==> src/rtl/pxl_pkg.sv <==
// Shared types and elaboration-time timing arithmetic for the pixel serializer.
// Assumes clock frequencies well below 10 GHz so 64-bit products never overflow.
package pxl_pkg;

    typedef enum logic [1:0] {
        ST_IDLE,
        ST_PRIME,
        ST_SEND,
        ST_LATCH
    } pxl_state_e;

    // Short-pulse high time: truncated toward fewer cycles.
    function automatic int zero_cycles(input longint hz);
        return int'(((hz / 64'sd1000) * 64'sd350) / 64'sd1000000);
    endfunction

    // Long-pulse high time: rounded to nearest cycle.
    function automatic int one_cycles(input longint hz);
        return int'(((hz / 64'sd1000) * 64'sd900 + 64'sd500000) / 64'sd1000000);
    endfunction

    // Bit period: rounded to nearest cycle.
    function automatic int period_cycles(input longint hz);
        return int'(((hz / 64'sd1000) * 64'sd1250 + 64'sd500000) / 64'sd1000000);
    endfunction

    // Minimum low-hold in whole cycles for a given number of microseconds.
    function automatic int hold_cycles(input longint hz, input longint us);
        return int'((hz * us + 64'sd999999) / 64'sd1000000);
    endfunction

    // Duration of a cycle count in nanoseconds, truncated.
    function automatic longint cycles_ns(input longint hz, input int cyc);
        return (longint'(cyc) * 64'sd1000000000) / hz;
    endfunction

endpackage

==> src/rtl/pxl_bit_timer.sv <==
// Bit-period timer: counts the cycles of one bit while run is high and drives
// the registered line high for the short or long part of the period.
// Assumes run is held for whole periods and bit_val is stable across a period.
module pxl_bit_timer #(
    parameter int PER_CYC  = 156,
    parameter int ZERO_CYC = 43,
    parameter int ONE_CYC  = 113
) (
    input  logic clk,
    input  logic rst_n,
    input  logic run,
    input  logic bit_val,
    output logic bit_last,
    output logic line
);
    localparam int CW = $clog2(PER_CYC);
    localparam logic [CW-1:0] LAST_CYC = CW'(PER_CYC - 1);

    logic [CW-1:0] cyc;
    logic [CW-1:0] hi_len;

    // Cycle position within the current bit, parked at zero when idle.
    always_ff @(posedge clk) begin
        if (!rst_n || !run || cyc == LAST_CYC) begin
            cyc <= '0;
        end else begin
            cyc <= cyc + 1'b1;
        end
    end

    assign bit_last = run && (cyc == LAST_CYC);
    assign hi_len   = bit_val ? CW'(ONE_CYC) : CW'(ZERO_CYC);

    // Registered line level: high for the leading part of the period.
    always_ff @(posedge clk) begin
        if (!rst_n) begin
            line <= 1'b0;
        end else begin
            line <= run && (cyc < hi_len);
        end
    end

    // Line can only be high one cycle after the timer was running.
    assert_line_idle_low_R6: assert property (@(posedge clk) disable iff (!rst_n)
        !$past(run) |-> !line);

endmodule

==> src/rtl/pxl_byte_feed.sv <==
// Stream intake with a one-byte holding register so the next byte is ready
// before the current one finishes. Counts the bytes still to be fetched.
// Assumes take is only raised while the holding register is full.
module pxl_byte_feed #(
    parameter int CNT_W = 12
) (
    input  logic             clk,
    input  logic             rst_n,
    input  logic             load,
    input  logic [CNT_W-1:0] load_count,
    input  logic             prime,
    input  logic             sending,
    input  logic             take,
    input  logic [7:0]       s_data,
    input  logic             s_valid,
    output logic             s_ready,
    output logic             accept,
    output logic             hold_full,
    output logic [7:0]       hold_data
);
    logic [CNT_W-1:0] fetch_left;

    assign s_ready = (fetch_left != '0) && (prime || (sending && !hold_full));
    assign accept  = s_valid && s_ready;

    // Byte budget and holding register; first byte bypasses the register.
    always_ff @(posedge clk) begin
        if (!rst_n) begin
            fetch_left <= '0;
            hold_full  <= 1'b0;
            hold_data  <= '0;
        end else if (load) begin
            fetch_left <= load_count;
            hold_full  <= 1'b0;
        end else begin
            if (take) begin
                hold_full <= 1'b0;
            end
            if (accept && !prime) begin
                hold_data <= s_data;
                hold_full <= 1'b1;
            end
            if (accept) begin
                fetch_left <= fetch_left - 1'b1;
            end
        end
    end

    // The holding register only fills from an offered stream byte.
    assert_fill_from_stream_R2: assert property (@(posedge clk) disable iff (!rst_n)
        $rose(hold_full) |-> $past(s_valid));

    // A byte is only consumed when one is held.
    assert_take_needs_byte_R7: assert property (@(posedge clk) disable iff (!rst_n)
        take |-> hold_full);

endmodule

==> src/rtl/pxl_chain_tx.sv <==
// Single-wire pixel chain serializer top: frame sequencing, byte shifting,
// underrun handling and the post-frame low hold. Timing derives from CLK_HZ.
// Assumes start is a one-cycle pulse and the stream source holds offered bytes.
module pxl_chain_tx #(
    parameter longint CLK_HZ = 125_000_000,
    parameter int     LED_W  = 10
) (
    input  logic             clk,
    input  logic             rst_n,
    input  logic             start,
    input  logic [LED_W-1:0] frame_leds,
    input  logic             rgbw,
    input  logic [7:0]       s_data,
    input  logic             s_valid,
    output logic             s_ready,
    output logic             line_out,
    output logic             busy,
    output logic             done,
    output logic             underrun
);
    import pxl_pkg::*;

    localparam int     ZERO_CYC  = zero_cycles(CLK_HZ);
    localparam int     ONE_CYC   = one_cycles(CLK_HZ);
    localparam int     PER_CYC   = period_cycles(CLK_HZ);
    localparam int     HOLD3_CYC = hold_cycles(CLK_HZ, 64'sd50);
    localparam int     HOLD4_CYC = hold_cycles(CLK_HZ, 64'sd80);
    localparam longint ZERO_NS   = cycles_ns(CLK_HZ, ZERO_CYC);
    localparam int     CNT_W     = LED_W + 2;
    localparam int     LW        = $clog2(HOLD4_CYC + 1);

    // Elaboration guard on the short-pulse high time.
    generate
        if (ZERO_NS > 550) begin : g_zero_too_long
            $error("pxl_chain_tx: clock too slow, zero pulse exceeds 550 ns");
        end else if (ZERO_NS > 450) begin : g_zero_marginal
            $warning("pxl_chain_tx: zero pulse above 450 ns, timing marginal");
        end
    endgenerate

    pxl_state_e       state;
    logic             mode_q;
    logic [7:0]       sh;
    logic [2:0]       bit_idx;
    logic [CNT_W-1:0] send_left;
    logic [CNT_W-1:0] total;
    logic [LW-1:0]    lcnt;
    logic [LW-1:0]    lat_end;
    logic             done_q;
    logic             under_q;
    logic             start_ok;
    logic             bit_last;
    logic             accept;
    logic             hold_full;
    logic [7:0]       hold_data;
    logic             take;
    logic             last_byte;

    // Byte count for the requested frame: 3 or 4 per pixel.
    always_comb begin
        if (rgbw) begin
            total = {frame_leds, 2'b00};
        end else begin
            total = {1'b0, frame_leds, 1'b0} + {2'b00, frame_leds};
        end
    end

    assign start_ok  = start && (state == ST_IDLE);
    assign last_byte = (send_left == CNT_W'(1));
    assign take      = bit_last && (bit_idx == 3'd7) && !last_byte && hold_full;
    assign lat_end   = mode_q ? LW'(HOLD4_CYC - 1) : LW'(HOLD3_CYC - 1);

    pxl_bit_timer #(
        .PER_CYC (PER_CYC),
        .ZERO_CYC(ZERO_CYC),
        .ONE_CYC (ONE_CYC)
    ) i_timer (
        .clk     (clk),
        .rst_n   (rst_n),
        .run     (state == ST_SEND),
        .bit_val (sh[7]),
        .bit_last(bit_last),
        .line    (line_out)
    );

    pxl_byte_feed #(
        .CNT_W(CNT_W)
    ) i_feed (
        .clk       (clk),
        .rst_n     (rst_n),
        .load      (start_ok),
        .load_count(total),
        .prime     (state == ST_PRIME),
        .sending   (state == ST_SEND),
        .take      (take),
        .s_data    (s_data),
        .s_valid   (s_valid),
        .s_ready   (s_ready),
        .accept    (accept),
        .hold_full (hold_full),
        .hold_data (hold_data)
    );

    // Frame sequencer: wait for first byte, shift bits, then hold low.
    always_ff @(posedge clk) begin
        if (!rst_n) begin
            state     <= ST_IDLE;
            mode_q    <= 1'b0;
            sh        <= '0;
            bit_idx   <= '0;
            send_left <= '0;
            lcnt      <= '0;
            done_q    <= 1'b0;
            under_q   <= 1'b0;
        end else begin
            done_q <= 1'b0;
            case (state)
                ST_IDLE: begin
                    if (start) begin
                        mode_q    <= rgbw;
                        under_q   <= 1'b0;
                        send_left <= total;
                        lcnt      <= '0;
                        state     <= (total == '0) ? ST_LATCH : ST_PRIME;
                    end
                end
                ST_PRIME: begin
                    if (accept) begin
                        sh      <= s_data;
                        bit_idx <= '0;
                        state   <= ST_SEND;
                    end
                end
                ST_SEND: begin
                    if (bit_last) begin
                        if (bit_idx == 3'd7) begin
                            send_left <= send_left - 1'b1;
                            lcnt      <= '0;
                            if (last_byte) begin
                                state <= ST_LATCH;
                            end else if (hold_full) begin
                                sh      <= hold_data;
                                bit_idx <= '0;
                            end else begin
                                under_q <= 1'b1;
                                state   <= ST_LATCH;
                            end
                        end else begin
                            sh      <= {sh[6:0], 1'b0};
                            bit_idx <= bit_idx + 3'd1;
                        end
                    end
                end
                ST_LATCH: begin
                    if (lcnt == lat_end) begin
                        done_q <= 1'b1;
                        state  <= ST_IDLE;
                    end else begin
                        lcnt <= lcnt + 1'b1;
                    end
                end
                default: state <= ST_IDLE;
            endcase
        end
    end

    assign busy     = (state != ST_IDLE);
    assign done     = done_q;
    assign underrun = under_q;

    // done never overlaps a running frame.
    assert_done_not_busy_R5: assert property (@(posedge clk) disable iff (!rst_n)
        done |-> !busy);

    // busy only drops together with the done pulse.
    assert_busy_until_done_R5: assert property (@(posedge clk) disable iff (!rst_n)
        $fell(busy) |-> done);

    // Line is low throughout the hold interval.
    assert_hold_line_low_R4: assert property (@(posedge clk) disable iff (!rst_n)
        (state == ST_LATCH && $past(state == ST_LATCH)) |-> !line_out);

    // A start during a frame leaves the captured width untouched.
    assert_start_ignored_R8: assert property (@(posedge clk) disable iff (!rst_n)
        (busy && start) |=> (mode_q == $past(mode_q)));

endmodule

==> config.mk <==
export PLATFORM = sky130hd
export DESIGN_NAME = pxl_chain_tx
export DESIGN_NICKNAME = d
export VERILOG_FILES = /design/src/rtl/pxl_pkg.sv /design/src/rtl/pxl_bit_timer.sv /design/src/rtl/pxl_byte_feed.sv /design/src/rtl/pxl_chain_tx.sv
export SDC_FILE = /design/constraint.sdc
export NUM_CORES = 1
export LEC_CHECK = 0
export BUFFER_PORTS_ARGS = -buffer_cell sky130_fd_sc_hd__buf_4
export CAP_MARGIN = 20
export CELL_PAD_IN_SITES_DETAIL_PLACEMENT = 1
export CELL_PAD_IN_SITES_GLOBAL_PLACEMENT = 1
export CORE_MARGIN = 2
export CORE_UTILIZATION = 50
export DETAILED_ROUTE_END_ITERATION = 8
export PLACE_DENSITY = 0.94
export SLEW_MARGIN = 20
export SYNTH_ARGS = -nofsm -noshare
export SYNTH_HDL_FRONTEND = slang
export SYNTH_SLANG_ARGS = --single-unit
==> constraint.sdc <==
create_clock -name clk -period 6.9 [get_ports clk]
set_input_delay 1.38 -clock clk [delete_from_list [all_inputs] [get_ports clk]]
set_output_delay 1.38 -clock clk [all_outputs]
set_load 0.01 [all_outputs]
==> impl_metrics.env <==
export IMPL_status="finished clean"
export IMPL_utilization_pct=57.60
export IMPL_grt_pass1_wl_mm=22.74
export IMPL_postCtsSetupBuffers=0
export IMPL_layout_drive_gt1_share_pct=10.52
export IMPL_slew_violations=0
export IMPL_hpwlAfterDp_mm=9.227
export IMPL_cp_arrival_ps=2120
export IMPL_worst_pin_slew_ps=975.7
export IMPL_critPathCaptureType="output pin"
export IMPL_postPlaceCellArea_mm2=0.004780
export IMPL_hold_viol_final=0
export IMPL_post_cts_resized=0
export IMPL_yosysSeqAreaShare_pct=32.05
export IMPL_slowest_stage="dfxtp_1"
export IMPL_netlist_area_mm2=0.004497
export IMPL_cpMostUsedCell="buf_4"
export IMPL_numPortBuffers=27
export IMPL_cts_path_max_buffers=2
export IMPL_cp_max_fo=36
export IMPL_gp_congestion=0.8358
export IMPL_die_x_um=98.84
export IMPL_vias=4362
export IMPL_postSynthAreaPerCell_um2=8.073
export IMPL_power_density_mw_per_mm2=314.5
export IMPL_drt_pass1_iterations=4
export IMPL_synthFlopType="dfxtp_1"
export IMPL_ioPinCount=28
export IMPL_drc=0
export IMPL_synth_simple_gate_area_share_pct=26.35
export IMPL_worst_skew_pair_late_latency_ps=370
export IMPL_critPathRequiredTime_ps=5520
export IMPL_fin_skew_ps=16.06
export IMPL_syn_to_final_growth_pct=11.71
export IMPL_clkSlewWorstSetupHoldPaths_ps=90
export IMPL_final_design_area_no_fill_mm2=0.005024
export IMPL_synth_xor_area_share_pct=6.038
export IMPL_rows=34
export IMPL_worstPathCellList="inv_1 -> ha_1 -> buf_4 -> a21oi_1 -> nor2b_1 -> buf_4"
export IMPL_final_period_utilization_pct=50.67
export IMPL_static_leakage_power_nw=1.906
export IMPL_synth_top_family_by_area="simple AND/OR/NAND/NOR gates"
export IMPL_gr_total_overflow=0
export IMPL_grt_max_degree=37
export IMPL_antenna_left=0
export IMPL_viasPerCell=6.340
export IMPL_synth_seq_cells=72
export IMPL_fin_ws_ps=3404
export IMPL_yosys_area_share_adder_pct=8.514
export IMPL_grt_pass1_vias=4521
export IMPL_hold_ws_ps=467.9
export IMPL_synth_area_mux_share_pct=4.953
export IMPL_cp_slowest_stage_delay_ps=450
export IMPL_core_mm2=0.008721
export IMPL_rsz0062_at_grt="false"
export IMPL_path_class="reg2out"
export IMPL_fill_cells=1042
export IMPL_antennaDiodeCount=0
export IMPL_first_iter_violations=230
export IMPL_grtUsageTotal_pct=28.78
export IMPL_drv_cap=0
export IMPL_synth_warnings=0
export IMPL_synth_compound_area_share_pct=17.97
export IMPL_fmax_ghz=0.2860
export IMPL_maxSlewHeadroom_pct=34.52
export IMPL_finalSetupViolations=0
export IMPL_tritoncts="done"
export IMPL_cts_root_buffer="clkbuf_8"
export IMPL_drt_wl_total_mm=13.92
export IMPL_dp_slack_ps=3234
export IMPL_fin_setup_tns_ps=0
export IMPL_syn_num_nets=610
export IMPL_antenna_found_initial=0
export IMPL_hp_class="reg2reg"
export IMPL_cts_sink_count=72
export IMPL_synth_cells=557
export IMPL_cts_hold_buf=0
export IMPL_nets=628
export IMPL_wl_per_cell_um=20.23
export IMPL_synth_cell_type_count=64
export IMPL_startpoint_type="flip-flop"
export IMPL_vdd_drop_max_mv=0.1424
export IMPL_fin_crit_ps=3496
export IMPL_synth_edf_count=0
export IMPL_cts_buffers=9
export IMPL_synthArstFlopShare_pct=0
export IMPL_die_area_mm2=0.009768
export IMPL_initial_core_util_pct=51.56
export IMPL_cts_htree_levels=3
export IMPL_die_h_um=98.84
power by group:
group          switching (W)  internal [W]  leakage [nW]
clock               0.000180      0.000241         0.119
sequential         0.0000676      0.000479         0.586
combinational       0.000370      0.000242          1.20
total               0.000617      0.000962          1.91
through the flow:
step,power [W],std cells
floorplan,0.0009605,557
global placement,0.001086,672
detailed placement,0.001129,672
CTS,0.001567,688
global route,0.001660,688
finish,0.001580,688
worst paths after layout:
kind                                  from  endpoint  slack [ps]  cells past startpoint
worst max-delay path              state[0]   s_ready        3400                      6
worst min-delay path                 sh[3]     sh[3]         470                      2
worst max register to register  bit_idx[0]   lcnt[8]        3490                      8
worst min register to register       sh[3]     sh[3]         470                      2
synth_stat cells (all sizes together), types with 14 or more instances:
cell type | instances | area, µm²
a21oi | 43 | 215.2
clkbuf | 21 | 78.83
dfxtp | 72 | 1441
ha | 29 | 362.9
inv | 25 | 93.84
mux2i | 20 | 200.2
nand2 | 51 | 191.4
nor2 | 66 | 247.7
nor3 | 17 | 85.08
o21ai | 26 | 130.1
or3 | 14 | 97.59
xor2 | 18 | 157.7
area by class of cell:
type	instances	area [µm²]	share of cell area (%)
Clock buffer	9	123.9	2.466
Clock inverter	7	120.1	2.391
Inverter	25	93.84	1.868
Multi-Input combinational cell	436	2877	57.26
Sequential cell	72	1441	28.69
Tap cell	108	135.1	2.690
Timing Repair Buffer	31	232.7	4.633
critical path, delay by kind of cell (launching register included):
| kind | cells | cell delay [ps] |
|---|---|---|
| compound gates | 1 | 430 |
| fa+ha+maj | 1 | 230 |
| buf+inv | 3 | 530 |
| flops | 1 | 450 |
| simple gates | 1 | 110 |
routing by layer:
layer  wire, µm  GRT usage [%]
met1       5585          32.69
met3        478          4.752
met5          0              0
met4        468          12.43
met2       7385          52.75
registers in the layout (all words and copies together) (netlist names):
signal	cells
underrun	1
i_feed.hold_full	1
i_feed.hold_data	8
i_feed.fetch_left	12
i_timer.cyc	8
send_left	12
sh	8
done	1
lcnt	14
mode_q	1
i_timer.line	1
state	2
bit_idx	3
logic make-up after synthesis:
kind of cell | after synthesis
xor+xnor | 31
compound gates | 125
flops | 72
mux | 22
simple gates | 228
buf+inv | 49
fa+ha+maj | 30
layout by cell type, fill, tap and decap left out, types with 8 or more instances in the layout:
cell type and count:
dfxtp_1 72, nor2_1 66, nand2_1 51, a21oi_1 43, buf_4 31, ha_1 29, inv_1 25, o21ai_0 25
mux2i_1 20, xor2_1 18, nor3_1 17, nand3_1 13, xnor2_1 13, or3_1 12, clkbuf_8 9, and3_1 8
o211ai_1 8
Power figures use the tool's default switching activity.
